--- config.mk ---
export PLATFORM = sky130hd
export DESIGN_NAME = pwm_quad_group
export DESIGN_NICKNAME = d
export VERILOG_FILES = /design/src/rtl/pwm_quad_pkg.sv /design/src/rtl/pwm_qregs.sv /design/src/rtl/pwm_qtimebase.sv /design/src/rtl/pwm_qout.sv /design/src/rtl/pwm_quad_group.sv
export SDC_FILE = /design/constraint.sdc
export NUM_CORES = 1
export LEC_CHECK = 0
export ABC_AREA = 1
export BUFFER_PORTS_ARGS = -buffer_cell sky130_fd_sc_hd__buf_2
export CORE_ASPECT_RATIO = 1.4
export CORE_MARGIN = 5
export CORE_UTILIZATION = 39
export DETAILED_ROUTE_END_ITERATION = 12
export GPL_TIMING_DRIVEN = 0
export PLACE_DENSITY = 0.51
export SYNTH_ARGS = -nofsm -noshare
export SYNTH_HDL_FRONTEND = slang
export SYNTH_SLANG_ARGS = --single-unit
--- constraint.sdc ---
create_clock -name clk -period 4.2 [get_ports clk]
set_clock_uncertainty 0.15 [all_clocks]
set_input_delay 0.63 -clock clk [delete_from_list [all_inputs] [get_ports clk]]
set_output_delay 0.63 -clock clk [all_outputs]
set_load 0.05 [all_outputs]
--- src/rtl/pwm_quad_pkg.sv ---
package pwm_quad_pkg;

  typedef struct packed {
    logic dbl_load;   // bit 2
    logic indep;      // bit 1
    logic center;     // bit 0
  } pwm_mode_t;

  localparam logic [2:0] ADDR_MODE   = 3'd0;
  localparam logic [2:0] ADDR_PERIOD = 3'd1;
  localparam int         NUM_OUT     = 4;

  // period value 0 runs as 1
  function automatic logic [15:0] eff_period(input logic [15:0] p);
    return (p == 16'd0) ? 16'd1 : p;
  endfunction

  // raw comparator level of one slot
  function automatic logic slot_level(input logic [15:0] cnt, input logic [15:0] duty);
    return cnt < duty;
  endfunction

  // paired: slots 0 and 2 drive a pair each, odd outputs are inverses
  function automatic logic [3:0] route_outputs(input logic [3:0] lvl, input logic indep);
    return indep ? lvl : {~lvl[2], lvl[2], ~lvl[0], lvl[0]};
  endfunction

endpackage

--- src/rtl/pwm_qregs.sv ---
module pwm_qregs
  import pwm_quad_pkg::*;
#(
  parameter int CW      = 8,
  parameter int PER_RST = 16
) (
  input  logic                       clk,
  input  logic                       rst_n,
  input  logic                       wr_en,
  input  logic [2:0]                 wr_addr,
  input  logic [CW-1:0]              wr_data,
  input  logic                       load_full,
  input  logic                       load_turn,
  output pwm_mode_t                  act_mode,
  output logic [CW-1:0]              act_per,
  output logic [NUM_OUT-1:0][CW-1:0] act_duty
);

  pwm_mode_t                  stg_mode;
  logic [CW-1:0]              stg_per;
  logic [NUM_OUT-1:0][CW-1:0] stg_duty;

  // staging copies, written by software at any time
  always_ff @(posedge clk or negedge rst_n) begin
    if (!rst_n) begin
      stg_mode <= '0;
      stg_per  <= CW'(PER_RST);
      stg_duty <= '0;
    end else if (wr_en) begin
      if (wr_addr == ADDR_MODE)   stg_mode <= pwm_mode_t'(wr_data[2:0]);
      if (wr_addr == ADDR_PERIOD) stg_per  <= wr_data;
      if (wr_addr[2])             stg_duty[wr_addr[1:0]] <= wr_data;
    end
  end

  // working copies, loaded only at the load points
  always_ff @(posedge clk or negedge rst_n) begin
    if (!rst_n) begin
      act_mode <= '0;
      act_per  <= CW'(PER_RST);
      act_duty <= '0;
    end else if (load_full) begin
      act_mode <= stg_mode;
      act_per  <= stg_per;
      act_duty <= stg_duty;
    end else if (load_turn) begin
      act_duty <= stg_duty;
    end
  end

  assert_duty_hold_R2: assert property (@(posedge clk) disable iff (!rst_n)
    !(load_full || load_turn) |=> $stable(act_duty));

  assert_turn_keeps_period_R10: assert property (@(posedge clk) disable iff (!rst_n)
    (load_turn && !load_full) |=> ($stable(act_per) && $stable(act_mode)));

endmodule

--- src/rtl/pwm_qtimebase.sv ---
module pwm_qtimebase
  import pwm_quad_pkg::*;
#(
  parameter int CW = 8
) (
  input  logic          clk,
  input  logic          rst_n,
  input  logic          center,
  input  logic          dbl_load,
  input  logic [CW-1:0] per,
  output logic [CW-1:0] cnt,
  output logic          falling,
  output logic          load_full,
  output logic          load_turn,
  output logic          sync_o
);

  logic [CW-1:0] top;
  logic          at_top;
  logic [CW-1:0] cnt_n;
  logic          falling_n;

  assign top    = CW'(eff_period(16'(per)) - 16'd1);
  assign at_top = (cnt >= top);

  always_comb begin
    cnt_n     = cnt;
    falling_n = falling;
    load_full = 1'b0;
    load_turn = 1'b0;
    if (!center) begin
      falling_n = 1'b0;
      if (at_top) begin
        cnt_n     = '0;
        load_full = 1'b1;
      end else begin
        cnt_n = cnt + 1'b1;
      end
    end else if (!falling) begin
      if (at_top) begin
        falling_n = 1'b1;
        load_turn = dbl_load;
      end else begin
        cnt_n = cnt + 1'b1;
      end
    end else begin
      if (cnt == '0) begin
        falling_n = 1'b0;
        load_full = 1'b1;
      end else begin
        cnt_n = cnt - 1'b1;
      end
    end
  end

  always_ff @(posedge clk or negedge rst_n) begin
    if (!rst_n) begin
      cnt     <= '0;
      falling <= 1'b0;
    end else begin
      cnt     <= cnt_n;
      falling <= falling_n;
    end
  end

  assign sync_o = (!falling && cnt == '0) ||
                  (center && dbl_load && falling && cnt == top);

  assert_count_in_range_R4: assert property (@(posedge clk) disable iff (!rst_n)
    cnt <= top);

  assert_edge_never_falls_R3: assert property (@(posedge clk) disable iff (!rst_n)
    !center |-> !falling);

  assert_turn_at_top_R4: assert property (@(posedge clk) disable iff (!rst_n)
    $rose(falling) |-> (cnt == top));

  assert_sync_one_cycle_R8: assert property (@(posedge clk) disable iff (!rst_n)
    (sync_o && top != '0) |=> !sync_o);

endmodule

--- src/rtl/pwm_qout.sv ---
module pwm_qout
  import pwm_quad_pkg::*;
#(
  parameter int CW = 8
) (
  input  logic                       clk,
  input  logic                       rst_n,
  input  logic [CW-1:0]              cnt,
  input  logic [NUM_OUT-1:0][CW-1:0] duty,
  input  logic                       indep,
  output logic [NUM_OUT-1:0]         pwm_o
);

  logic [NUM_OUT-1:0] lvl;

  for (genvar k = 0; k < NUM_OUT; k++) begin : g_slot
    assign lvl[k] = slot_level(16'(cnt), 16'(duty[k]));
  end

  assign pwm_o = route_outputs(lvl, indep);

  assert_pair_inverse_R5: assert property (@(posedge clk) disable iff (!rst_n)
    !indep |-> (pwm_o[1] != pwm_o[0]) && (pwm_o[3] != pwm_o[2]));

  assert_zero_duty_low_R7: assert property (@(posedge clk) disable iff (!rst_n)
    (duty[0] == '0) |-> !pwm_o[0]);

endmodule

--- src/rtl/pwm_quad_group.sv ---
module pwm_quad_group
  import pwm_quad_pkg::*;
#(
  parameter int CW      = 8,
  parameter int PER_RST = 16
) (
  input  logic          clk,
  input  logic          rst_n,
  input  logic          wr_en,
  input  logic [2:0]    wr_addr,
  input  logic [CW-1:0] wr_data,
  output logic          sync_o,
  output logic [3:0]    pwm_o
);

  pwm_mode_t                  act_mode;
  logic [CW-1:0]              act_per;
  logic [NUM_OUT-1:0][CW-1:0] act_duty;
  logic [CW-1:0]              cnt;
  logic                       falling;
  logic                       load_full;
  logic                       load_turn;

  pwm_qregs #(.CW(CW), .PER_RST(PER_RST)) u_regs (
    .clk(clk), .rst_n(rst_n),
    .wr_en(wr_en), .wr_addr(wr_addr), .wr_data(wr_data),
    .load_full(load_full), .load_turn(load_turn),
    .act_mode(act_mode), .act_per(act_per), .act_duty(act_duty)
  );

  pwm_qtimebase #(.CW(CW)) u_tb (
    .clk(clk), .rst_n(rst_n),
    .center(act_mode.center), .dbl_load(act_mode.dbl_load), .per(act_per),
    .cnt(cnt), .falling(falling),
    .load_full(load_full), .load_turn(load_turn), .sync_o(sync_o)
  );

  pwm_qout #(.CW(CW)) u_out (
    .clk(clk), .rst_n(rst_n),
    .cnt(cnt), .duty(act_duty), .indep(act_mode.indep), .pwm_o(pwm_o)
  );

endmodule

=== After elaboration in Yosys (flattened, before gate mapping) ===
Cells that the tools add are included.

* Output and inout bits: 5
* Word-level logic and storage cells: 71
* Flip-flop bits (word level): 95

* Magnitude comparators: 7
* Equality and inequality tests: 4
* Bitwise gates (word level): 2
* Reduce and logical (&&, ||, !) cells: 15
* Muxes and demuxes: 22
* Add/subtract/negate cells: 3

{| class="wikitable"
|+ Operator list
! operator !! count
|-
| 2-to-1 mux 32 bit || 2
|-
| 2-to-1 mux 8 bit || 7
|-
| bitwise mux 32 bit || 1
|-
| less-than comparator 8 bit || 4
|-
| demux 8 bit (select 2 bit) || 1
|-
| zero test 8 bit || 2
|-
| subtractor 8 x 1 -> 8 bit (second input constant) || 2
|-
| 2-to-1 mux 1 bit || 10
|-
| adder 8 x 1 -> 8 bit (second input constant) || 1
|-
| == test 8 bit || 1
|-
| >= comparator 8 bit || 1
|-
| AND reduction 2 bit || 4
|-
| logical AND 1 bit || 5
|-
| 2-to-1 mux 4 bit || 1
|-
| == test 3 x 1 -> 1 bit (second input constant) || 1
|-
| zero test 3 bit || 1
|-
| less-than comparator 2 x 3 -> 1 bit (second input constant) || 1
|-
| inequality test 3 x 2 -> 1 bit (second input constant) || 1
|-
| inequality test 3 bit (second input constant) || 1
|-
| >= comparator 2 x 1 -> 1 bit (second input constant) || 1
|-
| inverter 1 bit || 2
|-
| nonzero test 2 bit || 1
|-
| zero test 1 bit || 1
|-
| logical OR 1 bit || 1
|}

=== Longest topological paths before layout ===
Gate-level depths: netlist (run 1).

* Depth in word-level cells: 9
* Mapped depth: 21

=== Modules after synthesis ===
A second synthesis (run 1) with hierarchy kept.

* Cells, all modules: 714
* Area, all modules: 5431.5 sq um

{| class="wikitable"
|+ By module, submodules not included
! module !! cells an instance !! times used !! area each (sq um)
|-
| pwm_qregs || 380 || 1 || 3389.5
|-
| pwm_qtimebase || 204 || 1 || 1266.2
|-
| pwm_qout || 130 || 1 || 775.7
|}

=== Worst setup path after synthesis (run 1) ===
Ideal clock, no wire load.

* Kind: register to output
* Start: register u_regs.act_per[4]
* End: output port sync_o
* Stages on the path, launching flop included: 16
* Required time: 3.420 ns
* Path buffers: 0
* Slack: 0.768 ns
* Arrival time: 2.652 ns
* Cell sequence: dfstp_2 -> nor2_1 -> nand3_1 -> o21ai_0 -> inv_1 -> ha_1 -> nand3_1 -> nor3_1 -> xor2_1 -> inv_1 -> ha_1 -> nand2_1 -> nor2_1 -> and2_4 -> nand3_1 -> o21ai_0

* Word-level cells in the longest chain between the ends: 6

{| class="wikitable"
|+ Ends and longest elaborated chain
! item !! RTL line !! source
|-
| start: declaration || pwm_qregs.sv:15 || <nowiki>output logic [CW-1:0] act_per,</nowiki>
|-
| start signal: assignment || pwm_qregs.sv:40 || <nowiki>act_per <= CW'(PER_RST);</nowiki>
|-
| start signal: assignment || pwm_qregs.sv:44 || <nowiki>act_per <= stg_per;</nowiki>
|-
| zero test 8 bit || pwm_quad_pkg.sv:15 || <nowiki>return (p == 16'd0) ? 16'd1 : p;</nowiki>
|-
| 2-to-1 mux 8 bit * || pwm_quad_pkg.sv:15 ||
|-
| subtractor 8 x 1 -> 8 bit * || pwm_qtimebase.sv:23 || <nowiki>assign top = CW'(eff_period(16'(per)) - 16'd1);</nowiki>
|-
| == test 8 bit * || pwm_qtimebase.sv:67 || <nowiki>(center && dbl_load && falling && cnt == top);</nowiki>
|-
| logical AND 1 bit * || pwm_qtimebase.sv:67 ||
|-
| logical OR 1 bit * || pwm_qtimebase.sv:66 || <nowiki>assign sync_o = (!falling && cnt == '0) ||</nowiki>
|-
| end: declaration || pwm_quad_group.sv:12 || <nowiki>output logic sync_o,</nowiki>
|}

Mark *: on every way between the ends. The rest lies on a longest branch, timed or not.

=== Final worst setup path (run 1) ===
Same ends and word-level chain as after synthesis.

==> impl_results.md, run 1 <==
* Status: finished clean
* Pwr per Cell Area at slightly below 800 mW/mm^2
* Die outline height at 146 um
* Util after Layout at 0.446
* Layout cells sized above 1 at 0.103
* Hold violation total from the final report at 0
* Most frequent cells in the layout: 192 x nand2_1, 93 x dfrtp_1, 70 x inv_1
* Sequential fraction of the synthesis area at 0.463
* CTS root buffer: clkbuf_16
* Type of the worst setup path: register to primary output
* R2R cell count at 19
* Crit path DAT at about 3000 ps
* TritonCTS buffer count at 9
* Worst EP required at around 3400 ps
* Peak Freq at approximately 260 MHz
* R2R setup slack at 900 ps
* Worst Setup SP: u_regs.act_per[4]
* Hold Crit Class: input port to asynchronous set/reset pin
* DRT iter0 DRCs at 161
* Fin Setup TNS at 0 ps
* Largest net degree at the start of global routing at 58
* Post-CTS resize count at 0
* GRT overflow at 0
* Area Overhead vs Synth at 11.6%
* Synthesis-stage register bit count at 95
* Clock Latency Late Sink at 340 ps
* Post-placement setup slack at 734 ps
* Drt total wl at 12.2 mm
* Die X at 107 um
* Final setup violation count at 0
* Worst-margin pin slew at between 500 and 600 ps
* R2r startpoint: u_regs.act_per[4]
* Max-slew violations at 0
* WL/cell at 15.0 um
* CP Max Fanout at 3
* Avg Cell Area, Syn at 8.23 um^2
* Main synth FF type: dfrtp_1
* Die ar. at 0.0156 mm^2
* Syn Nets at roughly 680
* Port bufs at 18
* DRC Markers at 0
* Unrepaired setup endpoints after global routing: false
* Initial antenna violation count at 0
* Routability cong. at roughly 0.87
* GRT Overall Usage at 0.165
* FP Rows at 49
* Post-synth ARST share at 1.00
* Commonest non-fill, non-tap cell in the layout: nand2_1
* Via density at between 4 and 5
* Worst setup EP type: primary output
* Critical Path Sink: sync_o
* Clk sinks at 95
* # IOs at 19
* Layout net count at 709
* Post-CTS Setup Repair Bufs at 0
* Tcrit/Tclk final at 0.901
* P_leak at 2.97 nW
* Slew headroom at 0.615
* Final HPWL DP at 9.06 mm
* Initial Utilization at 0.399
* Core Area at 0.0129 mm^2
* Routed via count at 4022
* Placed cells at between 700 and 800
* Max-Cap Viols at 0
* Clk slew on worst S/H paths at 70 ps
* Bufs on Longest Clock Path at 2
* Cells after synthesis at 625
* Min Tclk post-route at 3790 ps
* ANT cells at 0
* Finished Layout Cells at 813
* First-pass GRT wire length at 20.2 mm
* Synthesized cell area at 0.00514 mm^2
* Count of cell types in the netlist at 33
* Final worst slack at 414 ps
* Post-synth EDFFs at 0
* Critical Path Source Type: register
* FF-to-FF End: u_regs.act_duty[7]
* Antenna-violating nets left at 0
* Vias in the first global route at 4011
* Ys Warns at 0
* Worst vdd ir at approximately 330 uV
* Number of hold buffers added after cts at 0
* 1st-pass router iterations at 4
* H-tree Lvls at 3
* CTS tree: done
-- stage by stage --
step                      instance area (um^2)  hold slack (ps)  total power [mW]
after floorplan                           5140              184              3.22
after global placement                    5420              304              3.77
after detailed placement                  5450              312              3.81
after CTS                                 5740              132              4.62
after global routing                      5740              161              5.00
final                                     5740              121              4.55
-- layer usage --
| metal | wire length (um) | share of wire | track usage |
|---|---|---|---|
| met5 | 0 | 0 | 0 |
| met4 | 225 | 0.018 | 0.0589 |
| met3 | 366 | 0.030 | 0.0222 |
| met2 | 6110 | 0.50 | 0.279 |
| met1 | 5490 | 0.45 | 0.214 |
-- power breakdown --
part	switching [mW]	internal (mW)	total, mW
registers	0.232	1.21	1.45
logic	1.47	0.843	2.31
clock network	0.354	0.436	0.789
total	2.06	2.49	4.55
-- state kept, by name, indices dropped and copies added (netlist names) --
name and cells:
u_regs.act_mode 3, u_tb.falling 1, u_regs.stg_duty 32, u_regs.act_per 8, u_regs.act_duty 32, u_tb.cnt 8
u_regs.stg_mode 3, u_regs.stg_per 8
-- synthesized netlist by cell type (2+ instances only) --
master    number  area [um^2]
nand2_1      192          721
dfrtp_1       93         2330
inv_1         70          263
nand3_1       51          255
o21ai_0       50          250
ha_1          40          500
nor2_1        30          113
a21oi_1       24          120
o21ai_1       13         65.1
xor2_1         7         61.3
buf_2          6         30.0
buf_6          5         56.3
clkbuf_1       5         18.8
nand4_1        5         31.3
inv_2          3         11.3
nor2_2         3         18.8
nor2_4         3         33.8
xnor2_1        3         26.3
a211oi_1       2         15.0
dfstp_2        2         52.6
inv_4          2         12.5
nand2_2        2         12.5
nand2_8        2         40.0
nand3_4        2         35.0
nor3_1         2         10.0
-- worst min-delay path by stage --
stage / to / slack (ps) / cells after the start
floorplan: u_regs.act_duty[0] / 180 / 0
global placement: u_regs.act_mode[1] / 300 / 2
detailed placement: u_regs.act_duty[16] / 310 / 2
CTS: u_tb.cnt[4] / 130 / 1
global route: u_tb.cnt[3] / 160 / 1
finish: u_tb.cnt[3] / 120 / 1
-- critical path: stages (launching register included) --
cell and delay (ps):
dfstp_2 550, nor2_1 60, nand3_1 80, o21ai_0 100, inv_1 100, ha_1 190, nand3_1 120, nor3_1 180
xor2_1 160, inv_1 60, ha_1 270, nand2_1 70, nor2_1 140, and2_4 180, nand3_1 60, o21ai_0 70
buf_2 280
-- logic make-up (layout without fill, tap and decap cells) --
group,after synthesis,after routing,share of synthesized area
xor gates and xnor gates,10,10,0.0170
buffers and inverters,93,128,0.0784
and+or+nand+nor,294,294,0.251
DFF,95,95,0.463
AOI/OAI and AO/OA,93,93,0.0937
adders and majority gates,40,40,0.0973
-- layout make-up --
class / count / area (um^2)
fillers: 1293 / 7140
flip-flops and latches: 95 / 2380
multi-input cells: 437 / 2360
inverters: 76 / 290
clock buffers: 12 / 256
well taps: 153 / 191
repair buffers: 19 / 120
plain buffers: 17 / 113
clock inverters: 4 / 28.8
No activity file was read; power rests on OpenSTA's default activity.
==> run 2, diff against run 1 <==
--- a/config.mk
+++ b/config.mk
@@ -7,7 +7,7 @@
 export LEC_CHECK = 0
 export ABC_AREA = 1
 export BUFFER_PORTS_ARGS = -buffer_cell sky130_fd_sc_hd__buf_2
-export CORE_ASPECT_RATIO = 1.4
+export CORE_ASPECT_RATIO = 1.5
 export CORE_MARGIN = 5
 export CORE_UTILIZATION = 39
 export DETAILED_ROUTE_END_ITERATION = 12
==> impl_results.md, run 2 (same netlist as run 1, synthesis figures left out) <==
* Max-slew violations at 0
* CTS root buffer: clkbuf_16
* Worst setup EP type: primary output
* Slew headroom at 0.610
* M2 GR Usage at 0.285
* Post-CTS Setup Repair Bufs at 0
* Finished Layout Cells at 819
* ANT cells at 0
* Core Area at 0.0130 mm^2
* R2R cell count at 19
* Commonest non-fill, non-tap cell in the layout: nand2_1
* Post-placement setup slack at slightly below 700 ps
* Reg power frac at 0.319
* Net Sw Power at 2.05 mW
* First-pass GRT wire length at around 20 mm
* FF-to-FF End: u_regs.act_duty[30]
* Hold violation total from the final report at 0
* Bufs on Longest Clock Path at 2
* Clk sinks at 95
* Drt total wl at 12.3 mm
* Most frequent cells in the layout: 192 x nand2_1, 93 x dfrtp_1, 70 x inv_1
* Final setup violation count at 0
* Multi-input logic area at 0.00236 mm^2
* Placed cells at 803
* Via density at 4.88
* TritonCTS buffer count at 9
* CP Max Fanout at 3
* Unrepaired setup endpoints after global routing: false
* Layout net count at 709
* Die ar. at 0.0156 mm^2
* Type of the worst setup path: register to primary output
* 1st-pass router iterations at 4
* DRC Markers at 0
* Worst vdd ir at 255 uV
* P_leak at 2.97 nW
* Met3 Use GR at 0.0283
* Area Overhead vs Synth at 11.8%
* GRT Overall Usage at 0.163
* DRT iter0 DRCs at 153
* Initial Utilization at 0.397
* Pint at between 2 and 2.5 mW
* Port bufs at 18
* Clock Latency Late Sink at 340 ps
* H-tree Lvls at 3
* Die outline height at 151 um
* Clk slew on worst S/H paths at 70 ps
* R2R setup slack at approximately 900 ps
* Number of hold buffers added after cts at 0
* Crit path DAT at 3050 ps
* Hold Crit Class: input port to asynchronous set/reset pin
* Max-Cap Viols at 0
* Met1 Resource Use GR at 0.198
* Worst Setup SP: u_regs.act_per[4]
* Status: finished clean
* GRT Max-Usage Layer: met2
* Post-CTS resize count at 0
* Pwr per Cell Area at 791 mW/mm^2
* Min Tclk post-route at between 3000 and 4000 ps
* Worst EP required at between 3000 and 4000 ps
* Filler cell count in the final layout at 1326
* Routed via count at 3995
* Worst-margin pin slew at 585 ps
* FP Rows at 51
* Top flop regs: u_regs.act_duty x32, u_regs.stg_duty x32
* Util after Layout at 0.444
* Die X at 104 um
* Routability cong. at 0.832
* Reg area at between 0.002 and 0.0025 mm^2
* Critical Path Source Type: register
* Final HPWL DP at 9.15 mm
* Layout cells sized above 1 at 0.103
* Net Sw Frac at 0.451
* Largest net degree at the start of global routing at 55
* Clk pwr share at 0.172
* WL/cell at 15.0 um
* Antenna-violating nets left at 0
* Initial antenna violation count at 0
* Peak Freq at 261 MHz
* CTS tree: done
* Vias in the first global route at 3987
* # IOs at 19
* GRT overflow at 0
* Fin Setup TNS at 0 ps
* R2r startpoint: u_regs.act_per[4]
* Tcrit/Tclk final at 0.912
* Final worst slack at approximately 370 ps
* Combinational power share at 0.510
-- run 2: cell counts in the layout (fill, tap and decap cells not counted) --
Identical to the previous run, type by type.
-- run 2: worst max-delay path by stage --
stage,end,slack [ps]
2_1_floorplan,sync_o,770
3_3_place_gp,sync_o,750
3_5_place_dp,sync_o,690
4_1_cts,sync_o,310
5_1_grt,sync_o,20
6_report,sync_o,370
-- run 2: area by class of cell --
| class | count | share of cell area |
|---|---|---|
| sequential | 95 | 0.414 |
| multi-input combinational | 437 | 0.410 |
| inverter | 76 | 0.0505 |
| clock buffer | 12 | 0.0446 |
| tap | 159 | 0.0346 |
| timing repair buffer | 19 | 0.0209 |
| buffer | 17 | 0.0196 |
| clock inverter | 4 | 0.00501 |
-- run 2: metal layers --
layer	vias up	wire length, um
met4	0	410
met2	59	6020
met5	-	0
li1	2069	-
met1	1845	5550
met3	22	291
-- run 2: critical path, stage by stage (launching register included) --
cell and delay (ps):
dfstp_2 550, nor2_1 60, nand3_1 80, o21ai_0 100, inv_1 90, ha_1 180
nand3_1 130, nor3_1 200, xor2_1 160, inv_1 60, ha_1 270, nand2_1 70
nor2_1 160, and2_4 180, nand3_1 60, o21ai_0 80, buf_2 280
-- run 2: power groups by stage --
stage	registers [mW]	clock network (mW)	logic (mW)
global route	1.49	0.846	2.67
detailed placement	1.47	0	2.34
global placement	1.46	0	2.30
floorplan	1.38	0	1.84
CTS	1.45	0.809	2.36
finish	1.45	0.780	2.32
-- run 2: stage by stage --
step / hold slack [ps] / instance area [um^2] / power (mW)
4_1_cts: 143 / 5750 / 4.62
5_1_grt: 156 / 5750 / 5.00
3_5_place_dp: 309 / 5460 / 3.81
2_1_floorplan: 184 / 5140 / 3.22
3_3_place_gp: 305 / 5430 / 3.76
6_report: 132 / 5750 / 4.54
